`src/rtl/pin_evt_pkg.sv`:
```
package pin_evt_pkg;
    localparam int unsigned ADDR_W = 3;
    localparam logic [ADDR_W-1:0] ADDR_ENA = 3'd0;
    localparam logic [ADDR_W-1:0] ADDR_LVL = 3'd1;
    localparam logic [ADDR_W-1:0] ADDR_DBE = 3'd2;
    localparam logic [ADDR_W-1:0] ADDR_CTL = 3'd3;
    localparam logic [ADDR_W-1:0] ADDR_STS = 3'd4;

    typedef enum logic [1:0] {
        FLT_LOW       = 2'd0,
        FLT_RISE_PEND = 2'd1,
        FLT_HIGH      = 2'd2,
        FLT_FALL_PEND = 2'd3
    } flt_state_e;
endpackage

```
`src/rtl/pin_evt_regs.sv`:
```
module pin_evt_regs
    import pin_evt_pkg::*;
#(
    parameter int unsigned NPIN = 16,
    parameter int unsigned SELW = 4
) (
    input  logic                  clk,
    input  logic                  rst_n,
    input  logic                  wr_en,
    input  logic [ADDR_W-1:0]     wr_addr,
    input  logic [2*NPIN-1:0]     wr_data,
    input  logic [ADDR_W-1:0]     rd_addr,
    output logic [2*NPIN-1:0]     rd_data,
    input  logic [NPIN-1:0]       evt,
    output logic [2*NPIN-1:0]     ena,
    output logic [NPIN-1:0]       lvl,
    output logic [NPIN-1:0]       dbe,
    output logic [SELW-1:0]       sel,
    output logic                  src_slow,
    output logic                  aon,
    output logic [NPIN-1:0]       sts
);
    localparam int unsigned DW   = 2 * NPIN;
    localparam int unsigned CTLW = SELW + 2;

    logic [DW-1:0]   ena_q;
    logic [NPIN-1:0] lvl_q;
    logic [NPIN-1:0] dbe_q;
    logic [CTLW-1:0] ctl_q;
    logic [NPIN-1:0] sts_q;
    logic [NPIN-1:0] clr;

    assign clr = (wr_en && wr_addr == ADDR_STS) ? wr_data[NPIN-1:0] : '0;

    always_ff @(posedge clk or negedge rst_n) begin
        if (!rst_n) begin
            ena_q <= '0;
            lvl_q <= '0;
            dbe_q <= '0;
            ctl_q <= '0;
            sts_q <= '0;
        end else begin
            if (wr_en) begin
                case (wr_addr)
                    ADDR_ENA: ena_q <= wr_data;
                    ADDR_LVL: lvl_q <= wr_data[NPIN-1:0];
                    ADDR_DBE: dbe_q <= wr_data[NPIN-1:0];
                    ADDR_CTL: ctl_q <= wr_data[CTLW-1:0];
                    default:  ;
                endcase
            end
            // new events take priority over a same-cycle clear
            sts_q <= (sts_q & ~clr) | evt;
        end
    end

    always_comb begin
        rd_data = '0;
        case (rd_addr)
            ADDR_ENA: rd_data = ena_q;
            ADDR_LVL: rd_data = DW'(lvl_q);
            ADDR_DBE: rd_data = DW'(dbe_q);
            ADDR_CTL: rd_data = DW'(ctl_q);
            ADDR_STS: rd_data = DW'(sts_q);
            default:  rd_data = '0;
        endcase
    end

    assign ena      = ena_q;
    assign lvl      = lvl_q;
    assign dbe      = dbe_q;
    assign sel      = ctl_q[SELW-1:0];
    assign src_slow = ctl_q[SELW];
    assign aon      = ctl_q[SELW+1];
    assign sts      = sts_q;
endmodule

```
`src/rtl/pin_evt_strobe.sv`:
```
module pin_evt_strobe #(
    parameter int unsigned SELW = 4
) (
    input  logic            clk,
    input  logic            rst_n,
    input  logic            src_slow,
    input  logic            slow_tick,
    input  logic [SELW-1:0] sel,
    output logic            stb
);
    localparam int unsigned CNTW = (1 << SELW) - 1;

    logic [CNTW-1:0] cnt_q;
    logic [CNTW-1:0] limit;
    logic            src_evt;

    // 2**sel - 1; the top code wraps to all ones, giving the longest period
    assign limit   = (CNTW'(1) << sel) - CNTW'(1);
    assign src_evt = src_slow ? slow_tick : 1'b1;

    always_ff @(posedge clk or negedge rst_n) begin
        if (!rst_n) begin
            cnt_q <= '0;
            stb   <= 1'b0;
        end else begin
            stb <= 1'b0;
            if (src_evt) begin
                if (cnt_q >= limit) begin
                    cnt_q <= '0;
                    stb   <= 1'b1;
                end else begin
                    cnt_q <= cnt_q + CNTW'(1);
                end
            end
        end
    end
endmodule

```
`src/rtl/pin_evt_chan.sv`:
```
module pin_evt_chan
    import pin_evt_pkg::*;
(
    input  logic clk,
    input  logic rst_n,
    input  logic pin,
    input  logic use_db,
    input  logic stb,
    input  logic run,
    input  logic en_fall,
    input  logic en_rise,
    input  logic lvl_mode,
    output logic filt,
    output logic cur,
    output logic evt
);
    flt_state_e st_q;
    flt_state_e st_d;
    logic       prev_q;

    // state register
    always_ff @(posedge clk or negedge rst_n) begin
        if (!rst_n) st_q <= FLT_LOW;
        else        st_q <= st_d;
    end

    // transitions: two agreeing samples are needed to change the output
    always_comb begin
        st_d = st_q;
        if (run && stb) begin
            unique case (st_q)
                FLT_LOW:       if (pin) st_d = FLT_RISE_PEND;
                FLT_RISE_PEND: st_d = pin ? FLT_HIGH : FLT_LOW;
                FLT_HIGH:      if (!pin) st_d = FLT_FALL_PEND;
                FLT_FALL_PEND: st_d = pin ? FLT_HIGH : FLT_LOW;
            endcase
        end
    end

    // outputs
    always_comb begin
        filt = (st_q == FLT_HIGH) || (st_q == FLT_FALL_PEND);
        cur  = use_db ? filt : pin;
        if (lvl_mode)
            evt = (en_fall & ~cur) | (en_rise & cur);
        else
            evt = run & ((en_fall & prev_q & ~cur) | (en_rise & ~prev_q & cur));
    end

    // edge history only advances while the pin's detector runs
    always_ff @(posedge clk or negedge rst_n) begin
        if (!rst_n)   prev_q <= 1'b0;
        else if (run) prev_q <= cur;
    end
endmodule

```
`src/rtl/pin_event_irq.sv`:
```
module pin_event_irq
    import pin_evt_pkg::*;
#(
    parameter int unsigned NPIN = 16,
    parameter int unsigned SELW = 4
) (
    input  logic                clk,
    input  logic                rst_n,
    input  logic [NPIN-1:0]     pins_i,
    input  logic                slow_tick_i,
    input  logic                wr_en_i,
    input  logic [ADDR_W-1:0]   wr_addr_i,
    input  logic [2*NPIN-1:0]   wr_data_i,
    input  logic [ADDR_W-1:0]   rd_addr_i,
    output logic [2*NPIN-1:0]   rd_data_o,
    output logic                irq_o
);
    localparam int unsigned DW = 2 * NPIN;

    logic [DW-1:0]   ena_w;
    logic [NPIN-1:0] lvl_w;
    logic [NPIN-1:0] dbe_w;
    logic [SELW-1:0] sel_w;
    logic            src_w;
    logic            aon_w;
    logic [NPIN-1:0] sts_w;
    logic            stb_w;
    logic [NPIN-1:0] filt_w;
    logic [NPIN-1:0] cur_w;
    logic [NPIN-1:0] evt_w;

    pin_evt_regs #(.NPIN(NPIN), .SELW(SELW)) u_regs (
        .clk      (clk),
        .rst_n    (rst_n),
        .wr_en    (wr_en_i),
        .wr_addr  (wr_addr_i),
        .wr_data  (wr_data_i),
        .rd_addr  (rd_addr_i),
        .rd_data  (rd_data_o),
        .evt      (evt_w),
        .ena      (ena_w),
        .lvl      (lvl_w),
        .dbe      (dbe_w),
        .sel      (sel_w),
        .src_slow (src_w),
        .aon      (aon_w),
        .sts      (sts_w)
    );

    pin_evt_strobe #(.SELW(SELW)) u_strobe (
        .clk       (clk),
        .rst_n     (rst_n),
        .src_slow  (src_w),
        .slow_tick (slow_tick_i),
        .sel       (sel_w),
        .stb       (stb_w)
    );

    for (genvar n = 0; n < NPIN; n++) begin : g_chan
        pin_evt_chan u_chan (
            .clk      (clk),
            .rst_n    (rst_n),
            .pin      (pins_i[n]),
            .use_db   (dbe_w[n]),
            .stb      (stb_w),
            .run      (aon_w | ena_w[n] | ena_w[n+NPIN]),
            .en_fall  (ena_w[n]),
            .en_rise  (ena_w[n+NPIN]),
            .lvl_mode (lvl_w[n]),
            .filt     (filt_w[n]),
            .cur      (cur_w[n]),
            .evt      (evt_w[n])
        );
    end

    assign irq_o = |sts_w;
endmodule

```
`config.mk`:
```
export PLATFORM = sky130hd
export DESIGN_NAME = pin_event_irq
export DESIGN_NICKNAME = d
export VERILOG_FILES = /design/src/rtl/pin_evt_pkg.sv /design/src/rtl/pin_evt_regs.sv /design/src/rtl/pin_evt_strobe.sv /design/src/rtl/pin_evt_chan.sv /design/src/rtl/pin_event_irq.sv
export SDC_FILE = /design/constraint.sdc
export NUM_CORES = 1
export LEC_CHECK = 0
export BUFFER_PORTS_ARGS = -buffer_cell sky130_fd_sc_hd__buf_2
export CORE_MARGIN = 4
export CORE_UTILIZATION = 59
export DETAILED_ROUTE_END_ITERATION = 12
export GPL_TIMING_DRIVEN = 0
export HOLD_SLACK_MARGIN = 0.06
export PLACE_DENSITY = 0.84
export SETUP_SLACK_MARGIN = 0.1
export SLEW_MARGIN = 10
export SYNTH_ARGS = -nofsm -noshare
export SYNTH_HDL_FRONTEND = slang
export SYNTH_SLANG_ARGS = --single-unit
```
`constraint.sdc`:
```
create_clock -name clk -period 4.7 [get_ports clk]
set_input_delay 1.41 -clock clk [delete_from_list [all_inputs] [get_ports clk]]
set_output_delay 1.41 -clock clk [all_outputs]
set_load 0.05 [all_outputs]
```
# == Word level (Yosys, flattened, before mapping) ==
# Cells that the tools add are included.
# totals
register_bits,150
input_bits,58
out_inout_bits,33
word_cells,532
# op_classes
addsub,2
magnitude_cmp,1
n_eq_ne,88
shifts,1
mux,102
n_bitwise,211
n_reduce_logical,88
# ops
operator,count
$pmux 32 s5,1
$and 1x1->1,112
$mux 2,48
$pmux 2 s3,16
$eq 2x2->1 const B,32
$ne 2x2->1 const B,32
$or 1x1->1,64
$reduce_and 3->1,16
$mux 1,35
$eq 2x1->1 const B,16
$logic_not 2->1,16
$not 1->1,32
$reduce_or 2->1,16
$logic_and 1x1->1,17
$and 16x16->16,1
$logic_or 1x1->1,16
$mux 16,1
$not 16->16,1
$or 16x16->16,1
$reduce_or 16->1,1
$add 15x1->15 const B,1
$ge 15x15->1,1
$mux 15,1
$shl 1x4->15 const A,1
other kinds (6),15

# == Longest topological paths before layout ==
# Gate-level depths: netlist of the first run.
# logic_depth
word_depth,9
depth_mapped,15

# == Hierarchy ==
# Synthesis of the first run repeated with hierarchy kept, for this count alone.
# unflattened
hier_cells,797
area_unflattened_um2,8439.3
# by_module_without_submodules
mod,n_inst,cells_per_inst,area_per_inst_um2
pin_evt_regs,1,295,3927.5
pin_evt_chan,16,19,181.4
pin_evt_strobe,1,176,1462.7
pin_event_irq,1,22,146.4

# == Worst setup path after synthesis of the first run ==
# OpenSTA, ideal clock, no wires.
# synth_path
path_type,input -> output
start,in rd_addr_i[0]
end,out rd_data_o[10]
arrival_ps,3203
required_ps,3290
slack_ps,87
path_stages,5
path_cell_list,nor2b_1 clkbuf_1 clkbuf_1 a21oi_1 o21ai_0
# synth_via
elab_chain_len,2
elab_cells_between_ends,6
# synth_lines
item,line,text
"start, declared",pin_event_irq.sv:14,"input logic [ADDR_W-1:0] rd_addr_i,"
$eq 3x3->1 (tied with other cells),pin_evt_regs.sv:59,case (rd_addr)
$pmux 32 s5 (*),pin_evt_regs.sv:59,
"end, declared",pin_event_irq.sv:15,"output logic [2*NPIN-1:0] rd_data_o,"
# Every way passes the cells marked *; elsewhere a longest branch is shown, timed or not.

# == Worst setup path in the final report of the first run ==
# layout_path
start,in rd_addr_i[2]
end,out rd_data_o[10]
# Same word-level chain as after synthesis.

==> results of run 1 <==
worst reg2reg max path: stages (launching register included):
cell and delay (ps):
dfrtp_1 440, or2_2 350, or3_1 360, ha_1 200, clkbuf_1 200, nor4b_1 330
a21oi_1 70, o22a_1 210, ha_1 290, and2_1 160, a221o_1 360, a2111oi_0 490
o21ai_0 220, o311ai_2 100
repair_timing:
item / 4_1_cts / 5_1_grt
cloned: 0 / 0
resized for setup: 3 / 4
endpoints found under the setup margin: 20 / 9
setup buffers: 0 / 0
worst paths after layout:
| check | from | endpoint | slack [ps] | cells past startpoint |
|---|---|---|---|---|
| max | rd_addr_i[2] | rd_data_o[10] | 140 | 7 |
| min | u_regs.sts[14] | u_regs.sts[14] | 510 | 2 |
| max reg2reg | u_regs.ctl_q[1] | u_strobe.cnt_q[5] | 820 | 13 |
| min reg2reg | u_regs.sts[14] | u_regs.sts[14] | 510 | 2 |
| max in group asynchronous | rst_n | g_chan[11].u_chan.prev_q | 2990 | 2 |
| min in group asynchronous | rst_n | u_strobe.cnt_q[14] | 900 | 1 |
layout by cell type, fill, tap and decap left out, drive strengths merged, types with 3 or more instances in the layout:
master | synthesis | layout
clkbuf | 20 | 42
nand3 | 24 | 24
nand2 | 86 | 86
nor3 | 24 | 24
inv | 5 | 7
nor2 | 50 | 50
mux2i | 44 | 44
and4 | 4 | 4
dfrtp | 150 | 150
nor4b | 3 | 3
clkinv | 0 | 5
o22ai | 7 | 7
o21ai | 41 | 41
ha | 17 | 17
a21oi | 40 | 40
nand4 | 6 | 6
nor4 | 5 | 5
buf | 14 | 105
o31ai | 3 | 3
a22oi | 13 | 13
xnor2 | 32 | 32
o211ai | 7 | 7
o2111ai | 4 | 4
or3 | 18 | 18
nor2b | 4 | 4
a21o | 17 | 17
and2 | 20 | 20
mux2 | 92 | 92
per-layer routing:
metal / part of all wire, % / routed length, um
met3: 7.5 / 1540
met5: 0 / 0
met2: 48 / 9900
met1: 42 / 8590
met4: 2.7 / 555
area by class of cell:
cell class / instances / area share [%]
inverter: 5 / 0.200
clock inverter: 10 / 1.29
buffer: 34 / 1.88
clock buffer: 22 / 4.95
antenna: 1 / 0.0267
sequential: 150 / 40.0
multi-input combinational: 583 / 44.1
tap: 176 / 2.35
timing repair buffer: 91 / 5.20
kinds of logic after synthesis:
logic type,Yosys count,synth area share (%)
simple gates,255,15.4
flops,150,46.5
fa+ha+maj,17,2.64
xor+xnor,33,3.58
buf+inv,39,2.37
compound gates,142,11.2
mux,136,18.3
power groups by stage:
stage | clock network (mW) | registers, mW | logic [mW]
2_1_floorplan | 0 | 1.98 | 1.33
3_3_place_gp | 0 | 2.07 | 1.63
3_5_place_dp | 0 | 2.09 | 1.69
4_1_cts | 1.37 | 2.08 | 1.71
5_1_grt | 1.42 | 2.15 | 1.90
6_report | 1.36 | 2.09 | 1.71
per-stage QoR:
step / utilization (%) / area, um2
finish: 70.6 / 9380
global route: 70.6 / 9380
CTS: 70.5 / 9380
detailed placement: 66.0 / 8780
global placement: 65.7 / 8740
floorplan: - / 8070
==> metrics.yaml, run 1 <==
place_inst: 1039
syn_nets: 847
crit_family: "buffers and inverters"
yosysTopAreaCell: "dfrtp_1"
grt.busiest_layer: "met2"
setup_viol: 0
p_int_mw: 3.29
hp-class: "flip-flop to flip-flop"
synthTopCellsByArea: "dfrtp_1, mux2_2, mux2i_1, nand2_1, xnor2_1"
max_stage_delay_ps: 570
p_switching_mw: 1.87
drt.antenna.violating_nets: 0
cts_tree: "done"
drt_iter0_markers: 521
hpwl_mm: 14.1
met2_usage_pct: 43.0
ys_seq_area_share_pct: 46.5
crit_required_ps: 3290
maxSlewViolCount: 0
multi_input_area_um2: 4140
dr.pass1.iters: 5
ys_types: 53
rows: 42
path_clk_slew_ps: 60
rsz0062_at_grt: "no"
fp.dieH_um: 125
io_buffers: 90
synth_top_area_share_pct: 46.5
routed_wl_mm: 20.6
met1_usage_pct: 35.2
slowest_stage: "nor3b_4"
fillCellCount: 950
synth_ff_type: "dfrtp_1"
pwr_density_cell_nw_per_um2: 550
syn2layout_area_growth_pct: 16.3
synth-edff-count: 0
ys_warn_count: 0
p_leak_nw: 4.23
holdBufCountCts: 0
cp.arrival_ps: 3150
critPathLaunchType: "primary input"
seq_area_um2: 3750
initial_core_util_pct: 60.7
synth_area_um2: 8070
drc: 0
tns_ps: 0
clkLatencyLatePin_ps: 430
ir_drop_mv: 0.332
grt_pass1_vias: 6434
skew_ps: 9.52
synth_cells: 772
die_w_um: 125
overflow: 0
power.total_mw: 5.16
async_reset_ff_share_pct: 100
synthTopCellsByCount: "dfrtp_1, mux2_2, nand2_1, nor2_1, mux2i_1"
crit_type: "primary input to primary output"
dpl_worst_slack_ps: -351
vias: 6562
clkPwrFrac_pct: 26.4
cp-end-kind: "primary output"
cts.sinks: 150
hold_ws_ps: 507
crit_fanout: 10
place_congestion: 0.837
pwr-share-comb_pct: 33.1
drt-wirelength-per-cell_um: 19.2
met3_usage_pct: 6.91
final_layout_size_suffix_gt1_share_pct: 26.9
cp.buffers_inverters: 4
avgSynthCellArea_um2: 10.5
core-area_um2: 13300
cpMostUsedCell: "buf_2"
worst_slack_ps: 141
status: "finished, final reports clean"
yosys.cell_count.top_type: "dfrtp_1"
antenna_found_initial: 1
htreeDepth: 4
layout.cells.non_filler: 1072
fin_crit_ps: 4560
swShare_pct: 36.3
tightest_slew_ps: 978
maxSlewHeadroom_pct: 34.3
grt_start_max_net_pins: 89
synth_seq_cells: 150
cts_buffers: 17
fin_nets: 957
track_usage_pct: 26.6
seqPwrFrac_pct: 40.6
dieArea_um2: 15600
max_freq_ghz: 0.219
grt_pass1_wl_mm: 33.2
crit_chain: "buf_2 > buf_2 > buf_2 > nor3b_4 > nand2_1 > o21ai_1 > buf_2"
clockRootBuffer: "clkbuf_16"
ioPinCount: 91
hold_viol_final: 0
clock_path_buffers: 2
routed_via_density: 6.12
maxCapViolCount: 0
min_period_over_period_pct: 97.0
No activity file was read; power rests on OpenSTA's default activity.
==> run 2, diff against run 1 <==
--- a/config.mk
+++ b/config.mk
@@ -5,6 +5,7 @@
 export SDC_FILE = /design/constraint.sdc
 export NUM_CORES = 1
 export LEC_CHECK = 0
+export ABC_AREA = 1
 export BUFFER_PORTS_ARGS = -buffer_cell sky130_fd_sc_hd__buf_2
 export CORE_MARGIN = 4
 export CORE_UTILIZATION = 59
==> run 2 against run 1 <==
Net effect:
- cell area up 1.7%
- clock-buffer cell count fell by 1
- total power is 3.5% lower
- synthesized cell count grew 33%
- sequential cell count unchanged
- final cell count increased by 24%
- via count increased by 15%
- synthesized area rose by 1.4%
- sequential power is 7% lower
- hold slack got worse by 17 ps
- critical endpoint is now rd_data_o[6]
- largest cell class is now registers
==> metrics.yaml, run 2 <==
status: "finished, final reports clean"
multi_input_area_um2: 3740  # -9.6%
diodes: 0  # -1
worst_slack_ps: 404  # +262 ps
worst-r2r-setup-slack_ps: 1920  # +1100 ps
cts_buffers: 17  # unchanged
cp-end-kind: "primary output"
track_usage_pct: 29.1  # +2.4 points
drc: 0  # unchanged
holdBufCountCts: 0  # unchanged
synth_seq_cells: 150  # unchanged
maxSlewHeadroom_pct: 41.2  # +6.9 points
maxSlewViolCount: 0  # unchanged
ioPinCount: 91  # unchanged
tns_ps: 0  # unchanged
hpwl_mm: 15.5  # +9.6%
synthTopCellsByArea: "dfrtp_1, nand2_1, o21ai_0, inv_1, a21oi_1"
crit_type: "primary input to primary output"
vias: 7572  # +15%
yosys.cell_count.top_type: "nand2_1"
synth_cells: 1025  # +33%
antenna_found_initial: 0  # -1
cp.buffers_inverters: 4  # unchanged
dieArea_um2: 15800  # +1.3%
cts.sinks: 150  # unchanged
p_leak_nw: 4.66  # +10%
synthTopCellsByCount: "nand2_1, dfrtp_1, inv_1, o21ai_0, nor2_1"
die_w_um: 126  # +0.64%
layout_commonest_cell: "nand2_1"
pwr_density_cell_nw_per_um2: 522  # -5.1%
drt_iter0_markers: 816  # +57%
setup_viol: 0  # unchanged
drt-wirelength-per-cell_um: 16.9  # -12%
cts.repair.resized: 0  # -3
avgSynthCellArea_um2: 7.98  # -24%
final_layout_size_suffix_gt1_share_pct: 16.8  # -10 points
postCtsSetupBuffers: 0  # unchanged
cp.arrival_ps: 2890  # -260 ps
min_period_over_period_pct: 91.4  # -5.6 points
path_clk_slew_ps: 60  # about the same
hold_ws_ps: 491  # -16.7 ps
synth-edff-count: 0  # unchanged
cts_tree: "done"
fp.dieH_um: 126  # +0.64%
final_cell_mix: "nand2_1, dfrtp_1, inv_1"
routed_wl_mm: 22.3  # +8.5%
syn_nets: 1100  # +30%
skew_ps: 7.04  # -2.48 ps
ys_seq_area_share_pct: 45.9  # -0.63 points
ys_types: 38  # -28%
grt_pass1_vias: 7468  # +16%
htreeDepth: 4  # unchanged
routed_via_density: 5.72  # -6.6%
crit_required_ps: 3290  # about the same
fin_nets: 1210  # +26%
core-area_um2: 13400  # +0.79%
yosysTopAreaCell: "dfrtp_1"
slowest_stage: "buf_2"
crit_family: "buffers and inverters"
tightest_slew_ps: 881  # -96.5 ps
dpl_worst_slack_ps: 434  # +784 ps
syn2layout_area_growth_pct: 16.6
initial_core_util_pct: 61.0  # +0.35 points
synth_ff_type: "dfrtp_1"
drt.antenna.violating_nets: 0  # unchanged
power.total_mw: 4.98  # -3.5%
synth_area_um2: 8180  # +1.4%
maxCapViolCount: 0  # unchanged
clkLatencyLatePin_ps: 430  # about the same
seq_area_um2: 3750  # unchanged
synth_top_area_share_pct: 45.9  # -0.63 points
grt_pass1_wl_mm: 36.8  # +11%
ir_drop_mv: 0.313  # -5.8%
cpMostUsedCell: "buf_2"
max_freq_ghz: 0.233  # +6.1%
fin_crit_ps: 4300  # -262 ps
crit_chain: "buf_2 > nor2_1 > nand2_1 > inv_1 > buf_2 > nand2_1 > o2111ai_1 > buf_2"
clock_path_buffers: 2  # unchanged
crit_fanout: 10  # unchanged
overflow: 0  # unchanged
place_congestion: 0.911  # +8.8%
placed_area_um2: 8890  # +1.3%
grt_start_max_net_pins: 92  # +3.4%
ys_warn_count: 0  # unchanged
hold_viol_final: 0  # unchanged
async_reset_ff_share_pct: 100  # unchanged
rsz0062_at_grt: "no"
max_stage_delay_ps: 350  # -220 ps
io_buffers: 90  # unchanged
hp-class: "flip-flop to flip-flop"
final_area_um2: 9540  # +1.7%
critPathLaunchType: "primary input"
fillCellCount: 1041  # +9.6%
clockRootBuffer: "clkbuf_16"
rows: 42  # unchanged
dr.pass1.iters: 6  # +1
==> run 2: cell count changes after synthesis, sizes merged, moves of 23 or more <==
cell | previous run | this run
nor2 | 50 | 86
nor3 | 24 | 1
mux2 | 92 | 0
mux2i | 44 | 0
a21oi | 40 | 69
nand2 | 86 | 247
inv | 5 | 138
xnor2 | 32 | 3
o21ai | 41 | 156
nand3 | 24 | 48
==> run 2: report_power, final <==
part           internal [mW]  switching, mW  total, mW  leakage (nW)
clock                  0.945          0.547       1.49         0.315
sequential              1.66          0.283       1.94          1.77
combinational          0.560          0.991       1.55          2.57
total                   3.16           1.82       4.98          4.66
==> run 2: cell type report <==
class / count / area share [%]
Timing Repair Buffer: 91 / 5.11
Clock inverter: 11 / 1.80
Sequential cell: 150 / 39.3
Multi-Input combinational cell: 708 / 39.2
Tap cell: 176 / 2.31
Buffer: 29 / 1.78
Clock buffer: 21 / 5.04
Inverter: 138 / 5.43
==> run 2: path summary, 6_finish.rpt <==
path,from,to,cells past startpoint
max,rd_addr_i[1],rd_data_o[6],8
min reg2reg,u_regs.ena[0],u_regs.ena[0],2
max in group asynchronous,rst_n,u_regs.ena[26],2
min in group asynchronous,rst_n,g_chan[5].u_chan.st_q[0],1
min,u_regs.ena[0],u_regs.ena[0],2
max reg2reg,u_regs.ctl_q[2],u_strobe.cnt_q[10],18
==> run 2: per-layer routing <==
metal | routed length (um) | up-vias | GRT usage, %
li1 | - | 3576 | -
met1 | 9580 | 3624 | 40.4
met2 | 10200 | 319 | 45.6
met3 | 1860 | 53 | 5.67
met4 | 666 | 0 | 11.1
met5 | 0 | - | 0
==> run 2: per-stage QoR <==
| step | utilization, % | cells |
|---|---|---|
| final | 71.2 | 1324 |
| after global routing | 71.2 | 1324 |
| after CTS | 71.2 | 1324 |
| after detailed placement | 66.3 | 1292 |
| after global placement | 66.1 | 1291 |
| after floorplan | - | 1025 |
==> run 2: cell families after synthesis <==
family | Yosys count | synth area share (%)
adder cells (fa/ha/maj) | 17 | 2.60
XOR/XNOR | 26 | 2.78
flip-flops | 150 | 45.9
AO/OA/AOI/OAI | 269 | 18.6
AND/OR/NAND/NOR | 396 | 21.7
buffers and inverters | 167 | 8.41
==> run 2: worst reg2reg max path: stages (launching register included) <==
cell and delay, ps:
dfrtp_1 370, buf_6 140, nor2_4 180, nand2_1 120, ha_1 210, inv_1 100, a21oi_1 70, nand2_1 120
nor2_2 50, xor2_1 150, ha_1 290, nand2_1 60, nor2_1 140, nand2_1 70, nor2_1 130, nor2_2 70
nand3_4 130, buf_6 200, a21oi_2 70
==> run 3, diff against run 2 <==
--- a/config.mk
+++ b/config.mk
@@ -8,13 +8,14 @@
 export ABC_AREA = 1
 export BUFFER_PORTS_ARGS = -buffer_cell sky130_fd_sc_hd__buf_2
 export CORE_MARGIN = 4
-export CORE_UTILIZATION = 59
+export CORE_UTILIZATION = 60
 export DETAILED_ROUTE_END_ITERATION = 12
 export GPL_TIMING_DRIVEN = 0
 export HOLD_SLACK_MARGIN = 0.06
-export PLACE_DENSITY = 0.84
+export PLACE_DENSITY = 0.85
 export SETUP_SLACK_MARGIN = 0.1
 export SLEW_MARGIN = 10
 export SYNTH_ARGS = -nofsm -noshare
 export SYNTH_HDL_FRONTEND = slang
+export SYNTH_HIERARCHICAL = 1
 export SYNTH_SLANG_ARGS = --single-unit
==> run 3 against run 2 <==
Net effect:
- via count rose by 13%
- combinational power hardly changed
- clock power is 9% lower
- largest cell class is now multi-input combinational cells
==> metrics.yaml, run 3 <==
avgSynthCellArea_um2: 7.19  # -10%
ir_drop_mv: 0.341  # +9.1%
drc: 0  # unchanged
max_stage_delay_ps: 310  # -40 ps
min_period_over_period_pct: 87.9  # -3.5 points
holdPathStages: 1  # -1
slowest_stage: "buf_2"
critPathLaunchType: "primary input"
clock_path_buffers: 2  # unchanged
cp.arrival_ps: 2720  # -170 ps
final_area_um2: 10300  # +8.2%
cts.repair.resized: 0  # unchanged
htreeDepth: 4  # unchanged
hold_ws_ps: 495  # +4.61 ps
fin_nets: 1441  # +19%
place_congestion: 0.903  # -0.78%
hpwl_mm: 16.5  # +6.7%
vias: 8566  # +13%
dpl_worst_slack_ps: 595  # +162 ps
ioPinCount: 91  # unchanged
track_usage_pct: 28.2  # -0.85 points
worst_slack_ps: 567  # +163 ps
die_w_um: 131  # +4.0%
p_leak_nw: 5.69  # +22%
core-area_um2: 14600  # +9.3%
synth_cells: 1258  # +23%
cpMostUsedCell: "buf_4"
grt_pass1_wl_mm: 37.7  # +2.5%
dr.pass1.iters: 6  # unchanged
rsz0062_at_grt: "no"
routed_via_density: 5.48  # -4.2%
post-route-util_pct: 70.5  # -0.69 points
ys_warn_count: 6  # +6
crit_required_ps: 3290  # about the same
power.total_mw: 4.97  # -0.24%
cp-end-kind: "primary output"
grt_pass1_vias: 7907  # +5.9%
initial_core_util_pct: 61.7  # +0.69 points
cts.sinks: 150  # unchanged
cts_tree: "done"
place_inst: 1531  # +18%
max_freq_ghz: 0.242  # +4.0%
crit_chain: "buf_4 > inv_2 > buf_6 > nand2_2 > buf_4 > nor2_1 > buf_2"
setup_viol: 0  # unchanged
diodes: 0  # unchanged
final_layout_size_suffix_gt1_share_pct: 17.4  # +0.59 points
drt.antenna.violating_nets: 0  # unchanged
postCtsSetupBuffers: 0  # unchanged
pwr_density_cell_nw_per_um2: 481  # -7.8%
cp.buffers_inverters: 5  # +1
final_cell_mix: "nand2_1, inv_1, dfrtp_1"
syn2layout_area_growth_pct: 14.2
antenna_found_initial: 0  # unchanged
drt-wirelength-per-cell_um: 15.0  # -11%
path_clk_slew_ps: 60  # about the same
fin_crit_ps: 4130  # -163 ps
routed_wl_mm: 23.4  # +4.7%
clkLatencyLatePin_ps: 420  # about the same
overflow: 0  # unchanged
layout.cells.non_filler: 1563  # +18%
syn_nets: 1333  # +21%
skew_ps: 7.96  # +0.919 ps
crit_type: "primary input to primary output"
layout_commonest_cell: "nand2_1"
tns_ps: 0  # unchanged
drt_iter0_markers: 659  # -19%
maxSlewViolCount: 0  # unchanged
tightest_slew_ps: 935  # +53.4 ps
r2r_cells: 17  # -1
fp.dieH_um: 131  # +4.0%
maxCapViolCount: 0  # unchanged
io_buffers: 88  # -2.2%
dieArea_um2: 17100  # +8.1%
status: "finished, final reports clean"
hold_viol_final: 0  # unchanged
grt_start_max_net_pins: 102  # +11%
synth_area_um2: 9040  # +11%
placed_area_um2: 9750  # +9.7%
cp.depth: 7  # -1
hp-class: "flip-flop to flip-flop"
cts_buffers: 17  # unchanged
crit_family: "buffers and inverters"
crit_fanout: 10  # unchanged
maxSlewHeadroom_pct: 37.7  # -3.6 points
holdBufCountCts: 0  # unchanged
clockRootBuffer: "clkbuf_16"
rows: 44  # +4.8%
-- run 3: cell types whose count changed in the layout (fill, tap and decap cells not counted), sizes merged, moves of 29 or more --
cell / change
o21ai: -46
nand4: +29
nand3: +35
inv: +80
nand2: +158
-- run 3: report_power, final --
| group | switching [mW] | internal (mW) | total [mW] |
|---|---|---|---|
| combinational | 0.976 | 0.609 | 1.58 |
| sequential | 0.385 | 1.65 | 2.03 |
| clock | 0.567 | 0.788 | 1.36 |
| total | 1.93 | 3.04 | 4.97 |
-- run 3: final cells by class --
cell class                      count  area [um2]
Buffer                             33         245
Clock buffer                       19         433
Clock inverter                     13         144
Fill cell                        1200        4320
Inverter                          213         800
Multi-Input combinational cell    862        4240
Sequential cell                   150        3750
Tap cell                          184         230
Timing Repair Buffer               89         478
-- run 3: final timing paths --
kind | startpoint | end | slack (ps)
max | rd_addr_i[2] | rd_data_o[20] | 570
min reg2reg | g_chan[6].u_chan/prev_q | g_chan[6].u_chan/prev_q | 500
min | g_chan[6].u_chan/prev_q | g_chan[6].u_chan/prev_q | 500
min in group asynchronous | rst_n | u_strobe/cnt_q[4] | 870
max reg2reg | u_regs/ctl_q[3] | u_strobe/cnt_q[13] | 1920
max in group asynchronous | rst_n | u_regs/ena[29] | 2990
-- run 3: routing by layer --
layer / vias up / share of wire (%) / GRT usage, %
li1: 4192 / - / -
met1: 3955 / 41 / 37.3
met2: 359 / 48 / 46.5
met3: 60 / 8.5 / 5.41
met4: 0 / 2.9 / 10.7
met5: - / 0 / 0
